## src/rtl/cu_pkg.sv

```systemverilog
package cu_pkg;
  typedef enum logic [2:0] {
    CU_IDLE  = 3'd0,
    CU_READ  = 3'd1,
    CU_SEND  = 3'd2,
    CU_WAIT  = 3'd3,
    CU_WRITE = 3'd4
  } cu_phase_t;

  function automatic logic phase_busy(input cu_phase_t ph);
    return ph != CU_IDLE;
  endfunction
endpackage

```

## src/rtl/cu_read_port.sv

```systemverilog
module cu_read_port #(
  parameter int DW = 16
) (
  input  logic          clk,
  input  logic          rst_n,
  input  logic          load,
  input  logic          need,
  input  logic          go,
  input  logic [DW-1:0] din,
  output logic          pend,
  output logic [DW-1:0] opnd
);
  logic grant_hit;
  assign grant_hit = go & pend;

  always_ff @(posedge clk or negedge rst_n) begin
    if (!rst_n) begin
      pend <= 1'b0;
      opnd <= '0;
    end else begin
      if (load)           pend <= need;
      else if (grant_hit) pend <= 1'b0;
      if (grant_hit)      opnd <= din;
    end
  end
endmodule

```

## src/rtl/cu_write_port.sv

```systemverilog
module cu_write_port #(
  parameter int DW = 16
) (
  input  logic          clk,
  input  logic          rst_n,
  input  logic          load,
  input  logic          need,
  input  logic          go,
  input  logic [DW-1:0] din,
  output logic          pend,
  output logic [DW-1:0] dout
);
  always_ff @(posedge clk or negedge rst_n) begin
    if (!rst_n) begin
      pend <= 1'b0;
      dout <= '0;
    end else begin
      if (load)           pend <= need;
      else if (go & pend) pend <= 1'b0;
      if (load & need)    dout <= din;
    end
  end
endmodule

```

## src/rtl/cu_ctrl.sv

```systemverilog
module cu_ctrl
  import cu_pkg::*;
#(
  parameter int NRD = 3,
  parameter int NWR = 2
) (
  input  logic           clk,
  input  logic           rst_n,
  input  logic           issue_i,
  input  logic [NRD-1:0] rd_mask_i,
  input  logic [NWR-1:0] wr_mask_i,
  input  logic [NRD-1:0] rd_pend,
  input  logic [NRD-1:0] rd_left,
  input  logic [NWR-1:0] wr_pend,
  input  logic           pipe_ready_i,
  input  logic           res_valid_i,
  output cu_phase_t      phase,
  output logic [NWR-1:0] wr_need,
  output logic           rd_rel,
  output logic           done,
  output logic           issue_accept,
  output logic           reads_done,
  output logic           res_capture,
  output logic           retire
);
  logic has_wr;
  assign has_wr       = |wr_need;
  assign issue_accept = (phase == CU_IDLE) && issue_i;
  assign reads_done   = (phase == CU_READ) && (rd_pend == '0);
  assign res_capture  = (phase == CU_WAIT) && res_valid_i;
  assign retire       = (reads_done && !has_wr) ||
                        ((phase == CU_WRITE) && (wr_pend == '0));

  always_ff @(posedge clk or negedge rst_n) begin
    if (!rst_n) begin
      phase   <= CU_IDLE;
      wr_need <= '0;
      rd_rel  <= 1'b0;
      done    <= 1'b0;
    end else begin
      done <= retire;
      unique case (phase)
        CU_IDLE: if (issue_i) begin
          phase   <= CU_READ;
          wr_need <= wr_mask_i;
          rd_rel  <= |rd_mask_i;
        end
        CU_READ: begin
          if (rd_left == '0) rd_rel <= 1'b0;
          if (reads_done)    phase  <= has_wr ? CU_SEND : CU_IDLE;
        end
        CU_SEND:  if (pipe_ready_i)    phase <= CU_WAIT;
        CU_WAIT:  if (res_valid_i)     phase <= CU_WRITE;
        CU_WRITE: if (wr_pend == '0)   phase <= CU_IDLE;
        default:                       phase <= CU_IDLE;
      endcase
    end
  end
endmodule

```

## src/rtl/mp_comp_unit.sv

```systemverilog
module mp_comp_unit
  import cu_pkg::*;
#(
  parameter int NRD = 3,
  parameter int NWR = 2,
  parameter int DW  = 16
) (
  input  logic              clk,
  input  logic              rst_n,
  input  logic              issue_i,
  input  logic [NRD-1:0]    rd_mask_i,
  input  logic [NWR-1:0]    wr_mask_i,
  output logic              busy_o,
  output logic              done_o,
  output logic              rd_rel_o,
  output logic [NRD-1:0]    rd_req_o,
  input  logic [NRD-1:0]    go_rd_i,
  input  logic [NRD*DW-1:0] rd_data_i,
  output logic              pipe_valid_o,
  input  logic              pipe_ready_i,
  output logic [NRD*DW-1:0] pipe_opnd_o,
  input  logic              res_valid_i,
  input  logic [NWR*DW-1:0] res_data_i,
  output logic [NWR-1:0]    wr_req_o,
  input  logic [NWR-1:0]    go_wr_i,
  output logic [NWR*DW-1:0] wr_data_o
);
  cu_phase_t      phase;
  logic [NRD-1:0] rd_pend, rd_left;
  logic [NWR-1:0] wr_pend, wr_need;
  logic           rd_rel, done;
  logic           issue_accept, reads_done, res_capture, retire;

  assign rd_left = rd_pend & ~go_rd_i;

  cu_ctrl #(.NRD(NRD), .NWR(NWR)) u_ctrl (
    .clk(clk), .rst_n(rst_n), .issue_i(issue_i),
    .rd_mask_i(rd_mask_i), .wr_mask_i(wr_mask_i),
    .rd_pend(rd_pend), .rd_left(rd_left), .wr_pend(wr_pend),
    .pipe_ready_i(pipe_ready_i), .res_valid_i(res_valid_i),
    .phase(phase), .wr_need(wr_need), .rd_rel(rd_rel), .done(done),
    .issue_accept(issue_accept), .reads_done(reads_done),
    .res_capture(res_capture), .retire(retire)
  );

  for (genvar k = 0; k < NRD; k++) begin : g_rd
    cu_read_port #(.DW(DW)) u_rd (
      .clk(clk), .rst_n(rst_n), .load(issue_accept), .need(rd_mask_i[k]),
      .go(go_rd_i[k]), .din(rd_data_i[k*DW +: DW]),
      .pend(rd_pend[k]), .opnd(pipe_opnd_o[k*DW +: DW])
    );
  end

  for (genvar j = 0; j < NWR; j++) begin : g_wr
    cu_write_port #(.DW(DW)) u_wr (
      .clk(clk), .rst_n(rst_n), .load(res_capture), .need(wr_need[j]),
      .go(go_wr_i[j]), .din(res_data_i[j*DW +: DW]),
      .pend(wr_pend[j]), .dout(wr_data_o[j*DW +: DW])
    );
  end

  assign rd_req_o     = rd_pend & {NRD{rd_rel}};
  assign wr_req_o     = wr_pend;
  assign rd_rel_o     = rd_rel;
  assign busy_o       = phase_busy(phase);
  assign done_o       = done;
  assign pipe_valid_o = (phase == CU_SEND);
endmodule

```

## config.mk

```make
export PLATFORM = sky130hd
export DESIGN_NAME = mp_comp_unit
export DESIGN_NICKNAME = d
export VERILOG_FILES = /design/src/rtl/cu_pkg.sv /design/src/rtl/cu_read_port.sv /design/src/rtl/cu_write_port.sv /design/src/rtl/cu_ctrl.sv /design/src/rtl/mp_comp_unit.sv
export SDC_FILE = /design/constraint.sdc
export NUM_CORES = 1
export LEC_CHECK = 0
export ABC_AREA = 1
export ABC_CLOCK_PERIOD_IN_PS = 1300
export BUFFER_PORTS_ARGS = -buffer_cell sky130_fd_sc_hd__buf_2
export CAP_MARGIN = 0
export CORE_UTILIZATION = 43
export DETAILED_ROUTE_END_ITERATION = 16
export PLACE_DENSITY = 0.77
export SYNTH_ARGS = -nofsm -noshare
export SYNTH_HDL_FRONTEND = slang
export SYNTH_HIERARCHICAL = 1
export SYNTH_SLANG_ARGS = --single-unit
```

## constraint.sdc

```tcl
create_clock -name clk -period 1.3 [get_ports clk]
set_input_delay 0.065 -clock clk [delete_from_list [all_inputs] [get_ports clk]]
set_output_delay 0.065 -clock clk [all_outputs]
set_load 0.1 [all_outputs]
```

==> flow_summary.json <==
{
  "synth_area_leaders": "dfrtp_1, nand2_1, nand3_1",
  "place_ws_ps": -60.8,
  "drc": 0,
  "first_pass_iters": 7,
  "num_rows": 35,
  "setup_viol": 28,
  "antenna_found_initial": 0,
  "grt_pass1_vias": 4257,
  "drive_above_1_share_pct": 40.0,
  "routed_wl_um": 12600,
  "crit_fanout": 9,
  "netlist_area_um2": 4160,
  "core-area_um2": 9280,
  "rsz0062_at_grt": "true",
  "yosysSeqAreaShare_pct": 55.4,
  "fin_skew_ps": 15.4,
  "end_kind": "register",
  "cap_violations": 0,
  "syn2layout_area_growth_pct": 60.0,
  "max_freq_mhz": 717,
  "holdPathStages": 3,
  "drt-initial-drc-count": 176,
  "synthCells": 460,
  "final-max-slew-violation-count": 0,
  "path_cells": "nand2_1 -> nor2_2 -> inv_2 -> nor2_4 -> buf_12 -> nand2_8 -> nand2_1 -> nand2_1",
  "clkTransAtPathRegs_ps": 100,
  "fp.dieArea_um2": 10100,
  "clk_path_buf_depth": 2,
  "via_count": 4217,
  "busiest_layer": "met2",
  "setup_ws_ps": -94.7,
  "die_x_um": 100,
  "ant_nets": 0,
  "min_period_ps": 1390,
  "viasPerCell": 4.77,
  "dp_cells": 765,
  "crit_top_cell": "nand2_1",
  "start_util_pct": 44.8,
  "cp_data_arrival_time_ps": 1640,
  "cts_tree": "done",
  "timing.rr.start": "u_ctrl/phase[0]",
  "synth_top_area_share_pct": 55.4,
  "syn-mean-instance-area_um2": 9.03,
  "clock-root-buffer": "clkbuf_8",
  "clock_latency_ps": 360,
  "n_fill_cell": 670,
  "critPathKind": "reg -> reg",
  "crit_family": "simple AND/OR/NAND/NOR gates",
  "holdPathEnd": "g_rd[1].u_rd/opnd[14]",
  "ys_types": 18,
  "finalNonFillerCells": 884,
  "wire_per_inst_um": 14.3,
  "worstPathRequired_ps": 1540,
  "hold_path_startpoint": "go_rd_i[1]",
  "final_core_utilization_pct": 71.6,
  "ff2ff_setup_slack_ps": -90,
  "nets": 845,
  "grt_overflow": 0,
  "grt_max_degree": 35,
  "cp-start-kind": "register",
  "yosys.area.top_type": "dfrtp_1",
  "place_hpwl_um": 7250,
  "reg2regPathDepth": 8,
  "regToRegEndpoint": "g_wr[1].u_wr/dout[15]",
  "hold_path_class": "in -> reg",
  "cts_buffers": 9,
  "die_h_um": 100,
  "cp_slowest_stage_delay_ps": 370,
  "gr-usage-met3_pct": 6.20,
  "place_congestion": 0.791,
  "grt_pass1_wl_um": 19300,
  "slew_headroom_pct": 65.8,
  "cts_sinks": 92,
  "path_buf_inv": 2,
  "htree_levels": 3,
  "antenna_cells": 0,
  "hold_ws_ps": 84.4,
  "finalHoldViolCount": 0,
  "worst-slew-pin-transition_ps": 517,
  "fin_crit_sh_pct": 107,
  "crit_slowest_cell": "dfrtp_1",
  "outcome": "finished, violations left",
  "synth_nets": 555,
  "violations": "negative setup slack",
  "ios": 184,
  "io_buffers": 183,
  "yosysWarnings": 6,
  "ys_seq_elements": 92,
  "grt_usage_pct": 24.4,
  "met2_usage_pct": 44.2,
  "grt_use_met1_pct": 27.9
}
==> registers in the layout, indices dropped and copies added (netlist names) <==
| name | cells |
|---|---|
| g_rd.u_rd/opnd | 48 |
| g_wr.u_wr/dout | 32 |
| g_rd.u_rd/pend | 3 |
| u_ctrl/phase | 3 |
| g_wr.u_wr/pend | 2 |
| u_ctrl/wr_need | 2 |
| u_ctrl/done | 1 |
| u_ctrl/rd_rel | 1 |
==> cell usage in the layout, fill, tap and decap left out, types with 3 or more instances in the layout <==
master	count
buf_2	175
nand2_1	157
dlygate4sd3_1	89
dfrtp_1	88
nand3_1	82
nand2_2	36
inv_1	22
buf_4	20
clkbuf_8	9
nand3_2	9
buf_12	9
nor2_1	7
nor2_4	5
nand2_8	5
clkinvlp_4	4
nand2_4	4
dfrtp_2	4
buf_6	4
o21ai_1	4
inv_2	3
nor2_2	3
==> cells by family after synthesis <==
logic type / count (synthesis) / share of synthesized area [%]
AOI/OAI and AO/OA: 5 / 0.602
buffers and inverters: 55 / 10.0
DFF: 92 / 55.4
and+or+nand+nor: 307 / 33.7
muxes: 1 / 0.241
==> synth_stat cells (all sizes together) <==
master,n
mux2i,1
inv,29
clkbuf,6
nor3,1
clkinv,1
nand2,200
buf,19
o21ai,5
dfrtp,92
nand3,91
nor2,15
==> layer usage <==
metal,routed length (um),vias to the layer above
met5,0,-
met4,252,0
met3,816,24
met2,6470,184
met1,5110,1981
li1,-,2028
==> stage by stage <==
| stage | instance area, um2 | TNS, ps |
|---|---|---|
| 3_3_place_gp | 5240 | 0 |
| 2_1_floorplan | 4200 | -1560 |
| 4_1_cts | 6450 | -90.2 |
| 5_1_grt | 6650 | -3490 |
| 6_report | 6650 | -712 |
| 3_5_place_dp | 5240 | -299 |
==> cell type report <==
| cell class | count | area [um2] | area share [%] |
|---|---|---|---|
| multi-input combinational | 315 | 1610 | 24.1 |
| timing repair buffer | 302 | 2230 | 33.6 |
| sequential | 92 | 2310 | 34.7 |
| inverter | 30 | 125 | 1.88 |
| clock inverter | 6 | 88.8 | 1.34 |
| tap | 129 | 161 | 2.43 |
| clock buffer | 10 | 128 | 1.92 |
==> worst max path at each step <==
stage	startpoint	to	slack (ps)	cells after the start
floorplan	u_ctrl/rd_rel	rd_req_o[0]	-150	2
global placement	u_ctrl/phase[2]	g_wr[1].u_wr/dout[12]	40	7
global route	u_ctrl/phase[0]	g_wr[1].u_wr/dout[15]	-140	8
CTS	u_ctrl/phase[0]	pipe_valid_o	-60	5
detailed placement	u_ctrl/phase[1]	g_wr[1].u_wr/dout[13]	-60	8
finish	u_ctrl/phase[0]	g_wr[1].u_wr/dout[15]	-90	8
==> what timing repair did <==
item | in CTS | in global routing
setup buffers | 7 | 2
cloned | 1 | 4
resized for setup | 8 | 35
hold endpoints to repair | 179 | 0
pin swaps | 2 | 9
hold buffers | 89 | 0
setup endpoints to repair | 35 | 44
==> worst reg2reg max path: cells and delay by family, from the launching register on <==
family                 cells  cell delay (ps)
flip-flops                 1              370
buffers and inverters      2              260
AND/OR/NAND/NOR            6              670
Power is not shown: default switching activity piles up to over one toggle a cycle in this logic, so the estimate is an artifact.
